**config.mk**
```make
export PLATFORM = sky130hd
export DESIGN_NAME = ptp_trim_clock
export DESIGN_NICKNAME = d
export VERILOG_FILES = /design/src/rtl/ptp_trim_pkg.sv /design/src/rtl/ptp_cmd_fsm.sv /design/src/rtl/ptp_regfile.sv /design/src/rtl/ptp_rate_trim.sv /design/src/rtl/ptp_tod_core.sv /design/src/rtl/ptp_trim_clock.sv
export SDC_FILE = /design/constraint.sdc
export NUM_CORES = 1
export LEC_CHECK = 0
export BUFFER_PORTS_ARGS = -buffer_cell sky130_fd_sc_hd__buf_2
export CAP_MARGIN = 0
export CORE_ASPECT_RATIO = 1.25
export CORE_MARGIN = 3
export CORE_UTILIZATION = 60
export CTS_CLUSTER_DIAMETER = 120
export DETAILED_ROUTE_END_ITERATION = 6
export GPL_TIMING_DRIVEN = 1
export PLACE_DENSITY = 0.78
export RECOVER_POWER = 50
export SETUP_SLACK_MARGIN = 0.02
export SLEW_MARGIN = 20
export SYNTH_ARGS = -nofsm -noshare
export SYNTH_HDL_FRONTEND = slang
export SYNTH_SLANG_ARGS = --single-unit
```
**constraint.sdc**
```tcl
create_clock -name clk -period 9.7 [get_ports clk]
set_input_delay 0.485 -clock clk [delete_from_list [all_inputs] [get_ports clk]]
set_output_delay 0.485 -clock clk [all_outputs]
set_load 0.02 [all_outputs]
```
**src/rtl/ptp_trim_pkg.sv**
```systemverilog
package ptp_trim_pkg;

    typedef enum logic [2:0] {
        ST_IDLE,
        ST_RST,
        ST_LOAD,
        ST_STEP,
        ST_SNAP,
        ST_CLEAR
    } cmd_state_e;

    // control word bit positions
    localparam int unsigned CB_RST  = 0;
    localparam int unsigned CB_RUN  = 1;
    localparam int unsigned CB_TRIM = 2;
    localparam int unsigned CB_LOAD = 3;
    localparam int unsigned CB_SNAP = 4;
    localparam int unsigned CB_DIR  = 5;
    localparam int unsigned CB_STEP = 6;
    localparam int unsigned CTRL_W  = 7;

    localparam logic [CTRL_W-1:0] CMD_MASK =
        CTRL_W'((1 << CB_RST) | (1 << CB_LOAD) | (1 << CB_SNAP) | (1 << CB_STEP));

    // register offsets
    localparam logic [15:0] OFS_CTRL  = 16'h0500;
    localparam logic [15:0] OFS_PHASE = 16'h0502;
    localparam logic [15:0] OFS_NS    = 16'h0504;
    localparam logic [15:0] OFS_SEC   = 16'h0508;
    localparam logic [15:0] OFS_RATE  = 16'h050C;

    typedef struct packed {
        logic [31:0] sec;
        logic [31:0] ns;
        logic [2:0]  phase;
    } tod_t;

endpackage

```
**src/rtl/ptp_cmd_fsm.sv**
```systemverilog
module ptp_cmd_fsm
    import ptp_trim_pkg::*;
(
    input  logic              clk,
    input  logic              rst_n,
    input  logic [CTRL_W-1:0] ctrl_i,
    output logic              do_rst_o,
    output logic              do_load_o,
    output logic              do_step_o,
    output logic              do_snap_o,
    output logic              cmd_clr_o
);

    cmd_state_e state_q, state_d;

    // state register
    always_ff @(posedge clk or negedge rst_n) begin
        if (!rst_n) state_q <= ST_IDLE;
        else        state_q <= state_d;
    end

    // next state: urgency reset > load > step > snapshot
    always_comb begin
        state_d = state_q;
        unique case (state_q)
            ST_IDLE: begin
                if      (ctrl_i[CB_RST])  state_d = ST_RST;
                else if (ctrl_i[CB_LOAD]) state_d = ST_LOAD;
                else if (ctrl_i[CB_STEP]) state_d = ST_STEP;
                else if (ctrl_i[CB_SNAP]) state_d = ST_SNAP;
            end
            ST_RST, ST_LOAD, ST_STEP, ST_SNAP: state_d = ST_CLEAR;
            ST_CLEAR:                          state_d = ST_IDLE;
            default:                           state_d = ST_IDLE;
        endcase
    end

    // outputs
    always_comb begin
        do_rst_o  = 1'b0;
        do_load_o = 1'b0;
        do_step_o = 1'b0;
        do_snap_o = 1'b0;
        cmd_clr_o = 1'b0;
        unique case (state_q)
            ST_IDLE:  ;
            ST_RST:   do_rst_o  = 1'b1;
            ST_LOAD:  do_load_o = 1'b1;
            ST_STEP:  do_step_o = 1'b1;
            ST_SNAP:  do_snap_o = 1'b1;
            ST_CLEAR: cmd_clr_o = 1'b1;
            default:  ;
        endcase
    end

    // load wins over step when both are pending and reset is not
    assert_load_over_step_R10: assert property (@(posedge clk) disable iff (!rst_n)
        (state_q == ST_IDLE && ctrl_i[CB_LOAD] && ctrl_i[CB_STEP] && !ctrl_i[CB_RST])
        |=> (do_load_o && !do_step_o));

endmodule

```
**src/rtl/ptp_regfile.sv**
```systemverilog
module ptp_regfile
    import ptp_trim_pkg::*;
#(
    parameter int ADDR_W  = 16,
    parameter int MAG_W   = 30,
    parameter int DIR_BIT = 31
) (
    input  logic              clk,
    input  logic              rst_n,
    input  logic              wr_i,
    input  logic [ADDR_W-1:0] addr_i,
    input  logic [31:0]       wdata_i,
    input  logic              snap_i,
    input  tod_t              live_i,
    input  logic              cmd_clr_i,
    output logic [CTRL_W-1:0] ctrl_o,
    output tod_t              shadow_o,
    output logic [31:0]       rate_o,
    output logic [31:0]       rdata_o
);

    localparam logic [31:0] RATE_KEEP = (32'(1) << DIR_BIT) | ((32'(1) << MAG_W) - 32'(1));

    logic [CTRL_W-1:0] ctrl_q;
    tod_t              shadow_q;
    logic [31:0]       rate_q;

    always_ff @(posedge clk or negedge rst_n) begin
        if (!rst_n) begin
            ctrl_q   <= '0;
            shadow_q <= '0;
            rate_q   <= '0;
        end else begin
            if (wr_i) begin
                if (addr_i == ADDR_W'(OFS_CTRL))  ctrl_q         <= wdata_i[CTRL_W-1:0];
                if (addr_i == ADDR_W'(OFS_PHASE)) shadow_q.phase <= wdata_i[2:0];
                if (addr_i == ADDR_W'(OFS_NS))    shadow_q.ns    <= wdata_i;
                if (addr_i == ADDR_W'(OFS_SEC))   shadow_q.sec   <= wdata_i;
                if (addr_i == ADDR_W'(OFS_RATE))  rate_q         <= wdata_i & RATE_KEEP;
            end
            if (snap_i)    shadow_q <= live_i;
            if (cmd_clr_i) ctrl_q   <= ctrl_q & ~CMD_MASK;
        end
    end

    always_comb begin
        rdata_o = '0;
        if      (addr_i == ADDR_W'(OFS_CTRL))  rdata_o = 32'(ctrl_q);
        else if (addr_i == ADDR_W'(OFS_PHASE)) rdata_o = 32'(shadow_q.phase);
        else if (addr_i == ADDR_W'(OFS_NS))    rdata_o = shadow_q.ns;
        else if (addr_i == ADDR_W'(OFS_SEC))   rdata_o = shadow_q.sec;
        else if (addr_i == ADDR_W'(OFS_RATE))  rdata_o = rate_q;
    end

    assign ctrl_o   = ctrl_q;
    assign shadow_o = shadow_q;
    assign rate_o   = rate_q;

    // the clear pulse leaves no command bit standing
    assert_cmd_clear_R9: assert property (@(posedge clk) disable iff (!rst_n)
        (cmd_clr_i && !wr_i) |=> ((ctrl_q & CMD_MASK) == '0));

endmodule

```
**src/rtl/ptp_rate_trim.sv**
```systemverilog
module ptp_rate_trim #(
    parameter int FRAC_W  = 32,
    parameter int MAG_W   = 30,
    parameter int DIR_BIT = 31
) (
    input  logic        clk,
    input  logic        rst_n,
    input  logic        clr_i,
    input  logic        tick_i,
    input  logic        trim_en_i,
    input  logic [31:0] rate_i,
    output logic        adj_up_o,
    output logic        adj_dn_o
);

    logic [FRAC_W-1:0] acc_q;
    logic [FRAC_W:0]   sum;
    logic              advance;

    assign advance  = tick_i && trim_en_i;
    assign sum      = {1'b0, acc_q} + (FRAC_W+1)'(rate_i[MAG_W-1:0]);
    assign adj_up_o = advance && sum[FRAC_W] &&  rate_i[DIR_BIT];
    assign adj_dn_o = advance && sum[FRAC_W] && !rate_i[DIR_BIT];

    always_ff @(posedge clk or negedge rst_n) begin
        if (!rst_n)       acc_q <= '0;
        else if (clr_i)   acc_q <= '0;
        else if (advance) acc_q <= sum[FRAC_W-1:0];
    end

    // with trim off the accumulator never moves
    assert_acc_idle_R8: assert property (@(posedge clk) disable iff (!rst_n)
        (!trim_en_i && !clr_i) |=> $stable(acc_q));

endmodule

```
**src/rtl/ptp_tod_core.sv**
```systemverilog
module ptp_tod_core
    import ptp_trim_pkg::*;
#(
    parameter int NS_WRAP     = 1000000000,
    parameter int NOMINAL_NS  = 40,
    parameter int PHASE_STEPS = 5
) (
    input  logic clk,
    input  logic rst_n,
    input  logic run_i,
    input  logic do_rst_i,
    input  logic do_load_i,
    input  logic do_step_i,
    input  logic step_add_i,
    input  tod_t shadow_i,
    input  logic adj_up_i,
    input  logic adj_dn_i,
    output logic tick_o,
    output tod_t live_o
);

    localparam logic [32:0] WRAP33  = 33'(NS_WRAP);
    localparam logic [32:0] NOM33   = 33'(NOMINAL_NS);
    localparam logic [2:0]  PH_LAST = 3'(PHASE_STEPS - 1);

    logic [31:0] sec_q, ns_q;
    logic [2:0]  phase_q;

    logic [31:0] sec_b, ns_b, sec_n, ns_n;
    logic [2:0]  phase_n;
    logic [32:0] sum_s, sum_t, inc;

    assign tick_o = run_i && (phase_q == PH_LAST);

    // stage 1: signed step
    always_comb begin
        sec_b = sec_q;
        ns_b  = ns_q;
        sum_s = {1'b0, ns_q} + {1'b0, shadow_i.ns};
        if (do_step_i) begin
            if (step_add_i) begin
                if (sum_s >= WRAP33) begin
                    ns_b  = 32'(sum_s - WRAP33);
                    sec_b = sec_q + shadow_i.sec + 32'd1;
                end else begin
                    ns_b  = sum_s[31:0];
                    sec_b = sec_q + shadow_i.sec;
                end
            end else begin
                if (ns_q >= shadow_i.ns) begin
                    ns_b  = ns_q - shadow_i.ns;
                    sec_b = sec_q - shadow_i.sec;
                end else begin
                    ns_b  = 32'({1'b0, ns_q} + WRAP33 - {1'b0, shadow_i.ns});
                    sec_b = sec_q - shadow_i.sec - 32'd1;
                end
            end
        end
    end

    // stage 2: period advance with trim
    always_comb begin
        inc   = NOM33 + 33'(adj_up_i) - 33'(adj_dn_i);
        sum_t = {1'b0, ns_b} + inc;
        sec_n = sec_b;
        ns_n  = ns_b;
        if (tick_o) begin
            if (sum_t >= WRAP33) begin
                ns_n  = 32'(sum_t - WRAP33);
                sec_n = sec_b + 32'd1;
            end else begin
                ns_n  = sum_t[31:0];
            end
        end
        phase_n = phase_q;
        if (run_i) phase_n = tick_o ? 3'd0 : phase_q + 3'd1;
    end

    always_ff @(posedge clk or negedge rst_n) begin
        if (!rst_n) begin
            sec_q   <= '0;
            ns_q    <= '0;
            phase_q <= '0;
        end else if (do_rst_i) begin
            sec_q   <= '0;
            ns_q    <= '0;
            phase_q <= '0;
        end else if (do_load_i) begin
            sec_q   <= shadow_i.sec;
            ns_q    <= shadow_i.ns;
            phase_q <= (shadow_i.phase <= PH_LAST) ? shadow_i.phase : 3'd0;
        end else begin
            sec_q   <= sec_n;
            ns_q    <= ns_n;
            phase_q <= phase_n;
        end
    end

    assign live_o = '{sec: sec_q, ns: ns_q, phase: phase_q};

    // phase stays inside one period
    assert_phase_range_R2: assert property (@(posedge clk) disable iff (!rst_n)
        phase_q <= PH_LAST);

    // time holds while stopped and no command acts
    assert_hold_R11: assert property (@(posedge clk) disable iff (!rst_n)
        (!run_i && !do_rst_i && !do_load_i && !do_step_i)
        |=> ($stable(sec_q) && $stable(ns_q) && $stable(phase_q)));

    // load lands the shadow nanoseconds and seconds
    assert_load_R5: assert property (@(posedge clk) disable iff (!rst_n)
        (do_load_i && !do_rst_i) |=> (ns_q == $past(shadow_i.ns) && sec_q == $past(shadow_i.sec)));

endmodule

```
**src/rtl/ptp_trim_clock.sv**
```systemverilog
module ptp_trim_clock
    import ptp_trim_pkg::*;
#(
    parameter int ADDR_W      = 16,
    parameter int NS_WRAP     = 1000000000,
    parameter int NOMINAL_NS  = 40,
    parameter int PHASE_NS    = 8,
    parameter int FRAC_W      = 32,
    parameter int MAG_W       = 30,
    parameter int DIR_BIT     = 31
) (
    input  logic              clk,
    input  logic              rst_n,
    input  logic              reg_wr,
    input  logic [ADDR_W-1:0] reg_addr,
    input  logic [31:0]       reg_wdata,
    output logic [31:0]       reg_rdata,
    output logic [31:0]       tod_sec,
    output logic [31:0]       tod_ns,
    output logic [2:0]        tod_phase
);

    localparam int PHASE_STEPS = NOMINAL_NS / PHASE_NS;

    logic [CTRL_W-1:0] ctrl;
    tod_t              shadow, live;
    logic [31:0]       rate;
    logic              do_rst, do_load, do_step, do_snap, cmd_clr;
    logic              tick, adj_up, adj_dn;

    ptp_cmd_fsm u_fsm (
        .clk       (clk),
        .rst_n     (rst_n),
        .ctrl_i    (ctrl),
        .do_rst_o  (do_rst),
        .do_load_o (do_load),
        .do_step_o (do_step),
        .do_snap_o (do_snap),
        .cmd_clr_o (cmd_clr)
    );

    ptp_regfile #(.ADDR_W(ADDR_W), .MAG_W(MAG_W), .DIR_BIT(DIR_BIT)) u_regs (
        .clk       (clk),
        .rst_n     (rst_n),
        .wr_i      (reg_wr),
        .addr_i    (reg_addr),
        .wdata_i   (reg_wdata),
        .snap_i    (do_snap),
        .live_i    (live),
        .cmd_clr_i (cmd_clr),
        .ctrl_o    (ctrl),
        .shadow_o  (shadow),
        .rate_o    (rate),
        .rdata_o   (reg_rdata)
    );

    ptp_rate_trim #(.FRAC_W(FRAC_W), .MAG_W(MAG_W), .DIR_BIT(DIR_BIT)) u_trim (
        .clk       (clk),
        .rst_n     (rst_n),
        .clr_i     (do_rst),
        .tick_i    (tick),
        .trim_en_i (ctrl[CB_TRIM]),
        .rate_i    (rate),
        .adj_up_o  (adj_up),
        .adj_dn_o  (adj_dn)
    );

    ptp_tod_core #(.NS_WRAP(NS_WRAP), .NOMINAL_NS(NOMINAL_NS), .PHASE_STEPS(PHASE_STEPS)) u_core (
        .clk        (clk),
        .rst_n      (rst_n),
        .run_i      (ctrl[CB_RUN]),
        .do_rst_i   (do_rst),
        .do_load_i  (do_load),
        .do_step_i  (do_step),
        .step_add_i (ctrl[CB_DIR]),
        .shadow_i   (shadow),
        .adj_up_i   (adj_up),
        .adj_dn_i   (adj_dn),
        .tick_o     (tick),
        .live_o     (live)
    );

    assign tod_sec   = live.sec;
    assign tod_ns    = live.ns;
    assign tod_phase = live.phase;

    // soft reset zeroes the live time on the next edge
    assert_soft_reset_R12: assert property (@(posedge clk) disable iff (!rst_n)
        do_rst |=> (tod_sec == '0 && tod_ns == '0 && tod_phase == '0));

endmodule

```
After elaboration in Yosys (flattened, before gate mapping). Index checks and enable logic that the tools add are counted.

Input port bits: 51. Flip-flop bits (word level): 207.

Eq/ne operators: 12. Reduce and logical (&&, ||, !) cells: 22. Bitwise logic cells: 1. Multiplexer cells: 46. Add/subtract/negate cells: 16. $lt $le $gt $ge: 4.

Operator list (count): two-way mux 32 bit (25); two-way mux 67 bit (2); subtractor 32 bit (3); equality test 16 x 11 -> 1 bit (second input constant) (5); greater-or-equal comparator 33 x 30 -> 1 bit (second input constant) (2); adder 32 x 1 -> 32 bit (second input constant) (2); subtractor 32 x 30 -> 32 bit (second input constant) (2); adder 32 x 30 -> 33 bit (1); adder 32 x 32 -> 33 bit (1); adder 32 x 33 -> 33 bit (1); subtractor 33 x 1 -> 33 bit (1); adder 32 x 30 -> 32 bit (second input constant) (1); adder 32 bit (1); greater-or-equal comparator 32 bit (1); subtractor 32 x 1 -> 32 bit (second input constant) (1); two-way mux 3 bit (10); two-way mux 7 bit (3); nonzero test 2 bit (7); AND reduction 2 bit (5); equality test 3 bit (second input constant) (3); adder 6 x 1 -> 7 bit (first input constant) (1); equality test 3 x 2 -> 1 bit (second input constant) (2); case mux 3 bit (2 select lines) (1); logical AND 1 bit (5); 11 further kinds (15).

Longest topological paths before layout. Gate-level depths: netlist of the first run.

Depth after elaboration: 13. Gate-level depth with buffers: 42. Mapped depth without buffers: 40.

By module. A second synthesis of the first run with hierarchy kept.

Cells, all modules: 3708. Area, all modules: 28188.3 µm².

Modules (own cells, without submodules): ptp_tod_core (sequential area each 1676.6 µm², area an instance 18846.8 µm², instances 1, cells each 2667); ptp_regfile (sequential area each 2627.5 µm², area an instance 6114.6 µm², instances 1, cells each 646); ptp_rate_trim (sequential area each 800.8 µm², area an instance 3057.9 µm², instances 1, cells each 379); ptp_cmd_fsm (sequential area each 75.1 µm², area an instance 168.9 µm², instances 1, cells each 16).

Worst setup path before layout of the first run. OpenSTA, ideal clock, no wires.

Path type: register to register. Start point: register u_core.ns_q[0]. End point: register u_core.sec_q[14]. Clock period less this slack: 8.318 ns. Path slack: 1.382 ns. Arrival: 8.177 ns. Buffers on the path: 5. Cell stages (with the launch flop): 35. Cell sequence: dfrtp_1 -> ha_1 -> fa_1 -> nand2b_4 -> a2111o_1 -> a211oi_4 -> or4b_1 -> and3_4 -> or2_0 -> or4_1 -> a311o_1 -> a22oi_2 -> buf_2 -> buf_2 -> buf_1 -> nand2_1 -> xor2_1 -> a211oi_1 -> nor2_1 -> ha_1 -> clkbuf_1 -> nand2_1 -> nor2_1 -> nand3_1 -> a21o_1 -> a211oi_1 -> nor2_1 -> xnor2_1 -> or3_1 -> a211o_1 -> a21o_1 -> clkbuf_1 -> a2111oi_0 -> xor2_1 -> o22ai_1.

Longest elaborated chain between the ends: 11. Elaborated cells on any way between the ends: 22. Those cells by class: 7 x add/sub; 3 x order compare; 12 x mux.

Ends and longest elaborated chain: from (decl) (line ptp_tod_core.sv:26) `logic [31:0] sec_q, ns_q;`; from (signal assigned) (line ptp_tod_core.sv:90) `ns_q <= shadow_i.ns;`; from (signal assigned) (line ptp_tod_core.sv:94) `ns_q <= ns_n;`; adder 32 x 30 -> 32 bit or adder 32 x 32 -> 33 bit (tied branches) (line ptp_tod_core.sv:54, ptp_tod_core.sv:39); subtractor 32 bit (tied with other cells) (line ptp_tod_core.sv:54) `ns_b = 32'({1'b0, ns_q} + WRAP33 - {1'b0, shadow_i.ns});`; two-way mux 32 bit, on equally long branches (line ptp_tod_core.sv:50, ptp_tod_core.sv:42); two-way mux 32 bit (line ptp_tod_core.sv:41) `if (step_add_i) begin`; two-way mux 32 bit (line ptp_tod_core.sv:40) `if (do_step_i) begin`; adder 32 x 33 -> 33 bit (line ptp_tod_core.sv:64) `sum_t = {1'b0, ns_b} + inc;`; greater-or-equal comparator 33 x 30 -> 1 bit (line ptp_tod_core.sv:68) `if (sum_t >= WRAP33) begin`; two-way mux 32 bit (line ptp_tod_core.sv:68); two-way mux 32 bit (*) (line ptp_tod_core.sv:67) `if (tick_o) begin`; two-way mux 32 bit (*) (line ptp_tod_core.sv:88) `end else if (do_load_i) begin`; two-way mux 32 bit (*) (line ptp_tod_core.sv:84) `end else if (do_rst_i) begin`; to (signal assigned) (line ptp_tod_core.sv:89) `sec_q <= shadow_i.sec;`; to (signal assigned) (line ptp_tod_core.sv:93) `sec_q <= sec_n;`; to (decl) (line ptp_tod_core.sv:26).

Every way passes the cells marked *; elsewhere a longest branch is shown, timed or not. A chain may end at the register's enable or synchronous reset.

Final worst setup path of the first run.
Start point: register u_regs.shadow_q (netlist bit u_regs.shadow_o[6]). End point: register u_core.sec_q[10].

Longest elaborated chain between the ends: 11. Elaborated cells on any way between the ends: 21. Those cells by class: 6 x add/sub; 3 x order compare; 12 x mux.

Ends and longest elaborated chain: from (decl) (line ptp_regfile.sv:25) `tod_t shadow_q;`; from (signal assigned) (line ptp_regfile.sv:41) `if (snap_i) shadow_q <= live_i;`; adder 32 x 32 -> 33 bit (line ptp_tod_core.sv:39) `sum_s = {1'b0, ns_q} + {1'b0, shadow_i.ns};`; subtractor 32 x 30 -> 32 bit or greater-or-equal comparator 33 x 30 -> 1 bit (tied branches) (line ptp_tod_core.sv:43, ptp_tod_core.sv:42); two-way mux 32 bit (line ptp_tod_core.sv:42) `if (sum_s >= WRAP33) begin`; two-way mux 32 bit (line ptp_tod_core.sv:41); two-way mux 32 bit (line ptp_tod_core.sv:40); adder 32 x 33 -> 33 bit (line ptp_tod_core.sv:64); greater-or-equal comparator 33 x 30 -> 1 bit (line ptp_tod_core.sv:68); two-way mux 32 bit (line ptp_tod_core.sv:68); two-way mux 32 bit (*) (line ptp_tod_core.sv:67); two-way mux 32 bit (*) (line ptp_tod_core.sv:88); two-way mux 32 bit (*) (line ptp_tod_core.sv:84).

Marked as above.

==> flow_metrics.env, run 1 <==
export IMPL_cts_tree="yes"
export IMPL_hold_violations=0
export IMPL_rows=88
export IMPL_vias=30500
export IMPL_cts_buffer_depth=3
export IMPL_drtPass1Iterations=6
export IMPL_cp_max_fo=11
export IMPL_syn_num_nets=4113
export IMPL_vias_per_cell=6.73
export IMPL_cts_buffers=24
export IMPL_synthXorXnorAreaFrac_pct=7.07
export IMPL_highest_layer="met5"
export IMPL_avgSynthCellArea_um2=7.46
export IMPL_yosys_register_bits=207
export IMPL_grt_ovfl_total=0
export IMPL_cts_hold_buf=0
export IMPL_clk_transition_reported_paths_ns=0.06
export IMPL_synth_top_family_by_area="compound AO/OA/AOI/OAI gates"
export IMPL_wl_mm=104
export IMPL_core_area_um2=46500
export IMPL_port_buffers=149
export IMPL_syn_area_um2=28400
export IMPL_violations="max-capacitance violations, max-slew violations"
export IMPL_final_area_um2=30800
export IMPL_yosys_cell_types_count=105
export IMPL_drive_gt1_share_pct=10.5
export IMPL_path_buf_inv=6
export IMPL_wl_met3_mm=9.45
export IMPL_critPathLaunchType="flop"
export IMPL_synth_compound_area_share_pct=27.0
export IMPL_htreeDepth=1
export IMPL_grt_max_degree=104
export IMPL_syn_inst=3802
export IMPL_hp_class="in2reg"
export IMPL_cts_root_buf="clkbuf_16"
export IMPL_slowest_delay_ns=0.55
export IMPL_status="complete, but fails checks"
export IMPL_synthSimpleGateAreaFrac_pct=23.9
export IMPL_clock_latency_ns=0.57
export IMPL_wire_per_inst_um=23.0
export IMPL_path_common_cell="buf_4"
export IMPL_drtIter0Drc=3110
export IMPL_hold_ws_ns=0.216
export IMPL_nets=4192
export IMPL_grt_pass1_vias=28900
export IMPL_synthMuxAreaShare_pct=5.34
export IMPL_rsz0062_at_grt="false"
export IMPL_synth_edf_count=0
export IMPL_antenna_left=0
export IMPL_min_period_ns=9.24
export IMPL_met2WireLength_mm=47.9
export IMPL_routabilityCongestion=1.01
export IMPL_cp_arrival_ns=9.64
export IMPL_synth_ff_type="dfrtp_1"
export IMPL_p_leak_nw=13.4
export IMPL_n_antenna_cell=0
export IMPL_finalSetupViolations=0
export IMPL_final_cell_count_no_fill=4529
export IMPL_grt_pass1_wl_mm=160
export IMPL_setup_tns_ns=0
export IMPL_fin_crit_sh_pct=95.2
export IMPL_cap_violations=3
export IMPL_fmax_ghz=0.108
export IMPL_cts_sinks=207
export IMPL_critical_path_required_ns=10.10
export IMPL_slew_headroom_pct=-335
export IMPL_place_area_um2=30000
export IMPL_vdd_drop_max_v=0.000165
export IMPL_fp_dieW_um=201
export IMPL_synth_yosys_warnings=0
export IMPL_die_area_um2=50000
export IMPL_wl_met1_mm=39.8
export IMPL_io_pins=150
export IMPL_slew_violations=212
export IMPL_critPathKind="reg2reg"
export IMPL_synth_seq_area_share_pct=18.3
export IMPL_fin_skew_ns=0.0168
export IMPL_drc=0
export IMPL_grtUsageTotal_pct=39.6
export IMPL_start_util_pct=61.1
export IMPL_power_total_mw=3.52
export IMPL_antenna_found_initial=1
export IMPL_async_reset_ff_share_pct=100
export IMPL_worst_pin_slew_ns=6.52
export IMPL_p_per_area_nw_per_um2=114
export IMPL_place_inst=4481
export IMPL_dpl_hpwl_mm=79.6
export IMPL_synth_fa_ha_area_share_pct=12.1
export IMPL_area_growth_syn_to_layout_pct=8.72
export IMPL_die_y_um=249
export IMPL_cpMaxStageDelayCell="nor3_1"
export IMPL_endpoint_kind="flop"
export IMPL_crit_family="compound AO/OA/AOI/OAI gates"
==> cell usage in the layout, fill, tap and decap left out, types with 103 or more instances in the layout <==
master	instances
nor3_1	115
nand3_1	105
inv_1	247
a21oi_1	246
dfrtp_1	206
ha_1	236
o21ai_0	267
nor2_1	313
buf_2	103
nand2_1	393
buf_4	113
xnor2_1	156
==> what timing repair did <==
item / in CTS / in global routing
setup endpoints to repair: 0 / 55
buffers inserted: 0 / 4
gates resized for setup: 0 / 16
==> final timing paths <==
path | from | end | slack (ns) | depth (start not counted)
hold / removal | reg_wdata[31] | u_regs.rate_o[31] | 0.22 | 2
min in group asynchronous | rst_n | u_regs.shadow_o[25] | 2.35 | 1
max in group asynchronous | rst_n | u_trim.acc_q[15] | 2.89 | 2
setup reg to reg | u_regs.shadow_o[6] | u_core.sec_q[10] | 0.46 | 33
setup / recovery | u_regs.shadow_o[6] | u_core.sec_q[10] | 0.46 | 33
hold reg to reg | u_trim.acc_q[13] | u_trim.acc_q[13] | 0.52 | 2
==> where the power goes <==
part           switching (mW)  internal (mW)
logic                   0.981          0.520
clock network           0.431          0.623
registers              0.0714          0.895
==> flip-flops by register name, indices dropped and copies added, names as in the netlist <==
register / cells
u_core.ns_q: 32
u_core.phase_q: 3
u_core.sec_q: 32
u_fsm.state_q: 3
u_regs.ctrl_o: 7
u_regs.rate_o: 31
u_regs.shadow_o: 67
u_trim.acc_q: 32
==> per-stage QoR <==
stage / utilization (%) / worst slack, ns
floorplan: - / 1.38
global placement: 64.5 / 0.332
finish: 66.4 / 0.463
detailed placement: 64.5 / 0.164
CTS: 66.4 / 0.0647
global route: 66.4 / 0.00383
==> metal layers <==
layer	vias to the layer above	GRT usage, %
li1	14000	-
met1	14400	49.7
met4	2	22.9
met5	-	0
met2	1657	65.5
met3	411	5.35
==> cell families after synthesis <==
logic type	count (synthesis)
AND/OR/NAND/NOR	1361
AO/OA/AOI/OAI	1143
buffers and inverters	464
adder cells (fa/ha/maj)	260
XOR/XNOR	229
flip-flops	207
multiplexers	138
==> final cells by class <==
class	instances	area, um2
fillers	4307	15600
clock inverters	15	220
clock buffers	29	661
multi-input cells	3131	21500
well taps	630	788
repair buffers	266	1570
inverters	251	942
flip-flops and latches	207	5180
==> synth_stat cells (24+ instances only) <==
cell | n | share of area, %
nand2_1 | 394 | 5.2
nor2_1 | 318 | 4.2
o21ai_0 | 272 | 4.8
a21oi_1 | 247 | 4.4
inv_1 | 247 | 3.3
ha_1 | 236 | 10
dfrtp_1 | 207 | 18
clkbuf_1 | 168 | 2.2
xnor2_1 | 156 | 4.8
nor3_1 | 115 | 2.0
nand3_1 | 105 | 1.9
mux2i_1 | 94 | 3.3
xor2_1 | 73 | 2.3
a211oi_1 | 67 | 1.8
nor2b_1 | 61 | 1.3
a21o_1 | 57 | 1.5
nand2b_1 | 53 | 1.2
nand4_1 | 42 | 0.93
a31oi_1 | 40 | 0.88
o211ai_1 | 39 | 1.0
and3_1 | 38 | 0.84
a22oi_1 | 37 | 0.98
mux2_2 | 37 | 1.5
nor4_1 | 37 | 0.82
o21bai_1 | 33 | 0.87
or3_1 | 33 | 0.73
o21a_1 | 28 | 0.74
o22ai_1 | 28 | 0.62
or2_2 | 27 | 0.60
nor3b_1 | 25 | 0.66
fa_1 | 24 | 1.7
Note: power is estimated with default switching activity, not from simulation.
==> run 2: changes to the inputs <==
--- a/config.mk
+++ b/config.mk
@@ -10,12 +10,13 @@
 export CORE_ASPECT_RATIO = 1.25
 export CORE_MARGIN = 3
 export CORE_UTILIZATION = 60
+export CTS_BUF_LIST = sky130_fd_sc_hd__clkbuf_2
 export CTS_CLUSTER_DIAMETER = 120
 export DETAILED_ROUTE_END_ITERATION = 6
 export GPL_TIMING_DRIVEN = 1
 export PLACE_DENSITY = 0.78
 export RECOVER_POWER = 50
-export SETUP_SLACK_MARGIN = 0.02
+export SETUP_SLACK_MARGIN = 0.4
 export SLEW_MARGIN = 20
 export SYNTH_ARGS = -nofsm -noshare
 export SYNTH_HDL_FRONTEND = slang
==> flow_metrics.env, run 2 (synthesis results as in run 1) <==
export IMPL_vias=30800
export IMPL_critPathLaunchType="flop"
export IMPL_fillers=4353
export IMPL_grt_max_degree=104
export IMPL_htreeDepth=2
export IMPL_p_per_area_nw_per_um2=102
export IMPL_critical_path_required_ns=10.53
export IMPL_status="complete, but fails checks"
export IMPL_port_buffers=149
export IMPL_wl_mm=105
export IMPL_fin_crit_sh_pct=91.8
export IMPL_dpl_worst_slack_ns=0.164
export IMPL_cpMaxStageDelayCell="or4_1"
export IMPL_multi_input_area_um2=21500
export IMPL_antenna_left=0
export IMPL_endpoint_kind="flop"
export IMPL_cp_endpoint="u_core.ns_q[11]"
export IMPL_cts_root_buf="clkbuf_2"
export IMPL_violations="max-capacitance violations, max-slew violations"
export IMPL_min_period_ns=8.91
export IMPL_fp_dieW_um=201
export IMPL_drtPass1Iterations=6
export IMPL_cp_max_fo=11
export IMPL_grtUsageTotal_pct=39.8
export IMPL_grt_pass1_vias=29100
export IMPL_grt_ovfl_total=0
export IMPL_clk_transition_reported_paths_ns=0.10
export IMPL_fin_skew_ns=0.0980
export IMPL_grt_pass1_wl_mm=161
export IMPL_wire_per_inst_um=22.7
export IMPL_routabilityCongestion=1.01
export IMPL_die_y_um=249
export IMPL_cts_buffer_depth=3
export IMPL_setup_tns_ns=0
export IMPL_p_leak_nw=13.5
export IMPL_io_pins=150
export IMPL_cap_violations=6
export IMPL_nets=4258
export IMPL_critPathKind="reg2reg"
export IMPL_drtIter0Drc=2958
export IMPL_slew_violations=377
export IMPL_worst_pin_slew_ns=6.60
export IMPL_cts_tree="yes"
export IMPL_start_util_pct=61.1
export IMPL_ff2ff_path_depth=33
export IMPL_drc=0
export IMPL_worst_slack_ns=0.793
export IMPL_min_from="reg_wr"
export IMPL_dpl_hpwl_mm=79.6
export IMPL_final_area_um2=30800
export IMPL_fmax_ghz=0.112
export IMPL_reg2reg_to="u_core.ns_q[11]"
export IMPL_final_common_cell="nand2_1"
export IMPL_hold_violations=0
export IMPL_final_cell_mix="nand2_1 (393), nor2_1 (312), o21ai_0 (263)"
export IMPL_hp_class="in2reg"
export IMPL_slew_headroom_pct=-340
export IMPL_antenna_found_initial=3
export IMPL_largest_register_ffs=67
export IMPL_power_total_mw=3.13
export IMPL_drive_gt1_share_pct=11.6
export IMPL_path_common_cell="a21oi_1"
export IMPL_place_area_um2=30000
export IMPL_final_cell_count_no_fill=4617
export IMPL_cts_sinks=207
export IMPL_seq_area_um2=5180
export IMPL_rr_startpoint="u_regs.shadow_o[14]"
export IMPL_rows=88
export IMPL_vias_per_cell=6.67
export IMPL_cp_arrival_ns=9.73
export IMPL_rsz0062_at_grt="false"
export IMPL_die_area_um2=50000
export IMPL_core_area_um2=46500
export IMPL_cts_buffers=54
export IMPL_startpoint="u_regs.shadow_o[14]"
export IMPL_r2r_slack_ns=0.79
export IMPL_vdd_drop_max_v=0.000123
export IMPL_clock_latency_ns=1.02
export IMPL_finalSetupViolations=0
export IMPL_area_growth_syn_to_layout_pct=8.68
export IMPL_slowest_delay_ns=0.69
export IMPL_place_inst=4481
[run 2: cell count changes in the layout (fill, tap and decap cells not counted), sizes merged]
cell / before / now
buf: 217 / 227
bufinv: 5 / 1
clkbuf: 78 / 116
clkinv: 5 / 18
clkinvlp: 2 / 1
diode: 0 / 1
dlygate4sd3: 0 / 33
inv: 254 / 252
[run 2: worst max-delay path: cells and delay by family (launching register included)]
family	cells	cell delay, ns
AOI/OAI and AO/OA	14	3.62
xor gates and xnor gates	2	0.30
adders and majority gates	2	0.94
buffers and inverters	4	0.62
DFF	1	0.50
muxes	1	0.30
and+or+nand+nor	10	2.47
[run 2: how the worst min path moves through the flow]
stage                    endpoint  slack (ns)  cells past startpoint
6_report       u_regs.shadow_o[2]         0.1                      4
5_1_grt        u_regs.shadow_o[1]        0.10                      4
4_1_cts        u_regs.shadow_o[1]        0.05                      4
3_5_place_dp     u_trim.acc_q[12]        0.51                      2
3_3_place_gp     u_trim.acc_q[27]        0.50                      2
2_1_floorplan      u_core.ns_q[0]        0.19                      0
[run 2: power breakdown]
| group | switching [mW] | internal [mW] |
|---|---|---|
| clock network | 0.424 | 0.235 |
| registers | 0.0692 | 0.895 |
| logic | 0.983 | 0.528 |
[run 2: what timing repair did]
item | in CTS | in global routing
resized for setup | 5 | 30
endpoints found under the setup margin | 53 | 55
hold endpoints to repair | 206 | 0
setup buffers | 0 | 7
pin swaps | 0 | 6
hold buffers | 33 | 0
[run 2: stage by stage]
step | hold WS (ns) | util (%)
2_1_floorplan | 0.189 | -
3_3_place_gp | 0.500 | 64.5
3_5_place_dp | 0.512 | 64.5
4_1_cts | 0.0459 | 66.3
5_1_grt | 0.104 | 66.4
6_report | 0.0950 | 66.4
[run 2: area by class of cell]
type | instances | share of cell area, %
Antenna cell | 1 | 0.00811
Inverter | 251 | 3.06
Timing Repair Buffer | 302 | 6.24
Clock inverter | 21 | 0.365
Multi-Input combinational cell | 3131 | 69.8
Clock buffer | 74 | 1.20
Tap cell | 630 | 2.56
Sequential cell | 207 | 16.8
[run 2: routing by layer]
layer	GRT usage [%]	share of wire (%)	wire length, um
met5	0	0.012	13
met4	23.0	6.7	7060
met3	5.33	9.1	9560
met2	65.8	46	48100
met1	49.8	38	40000
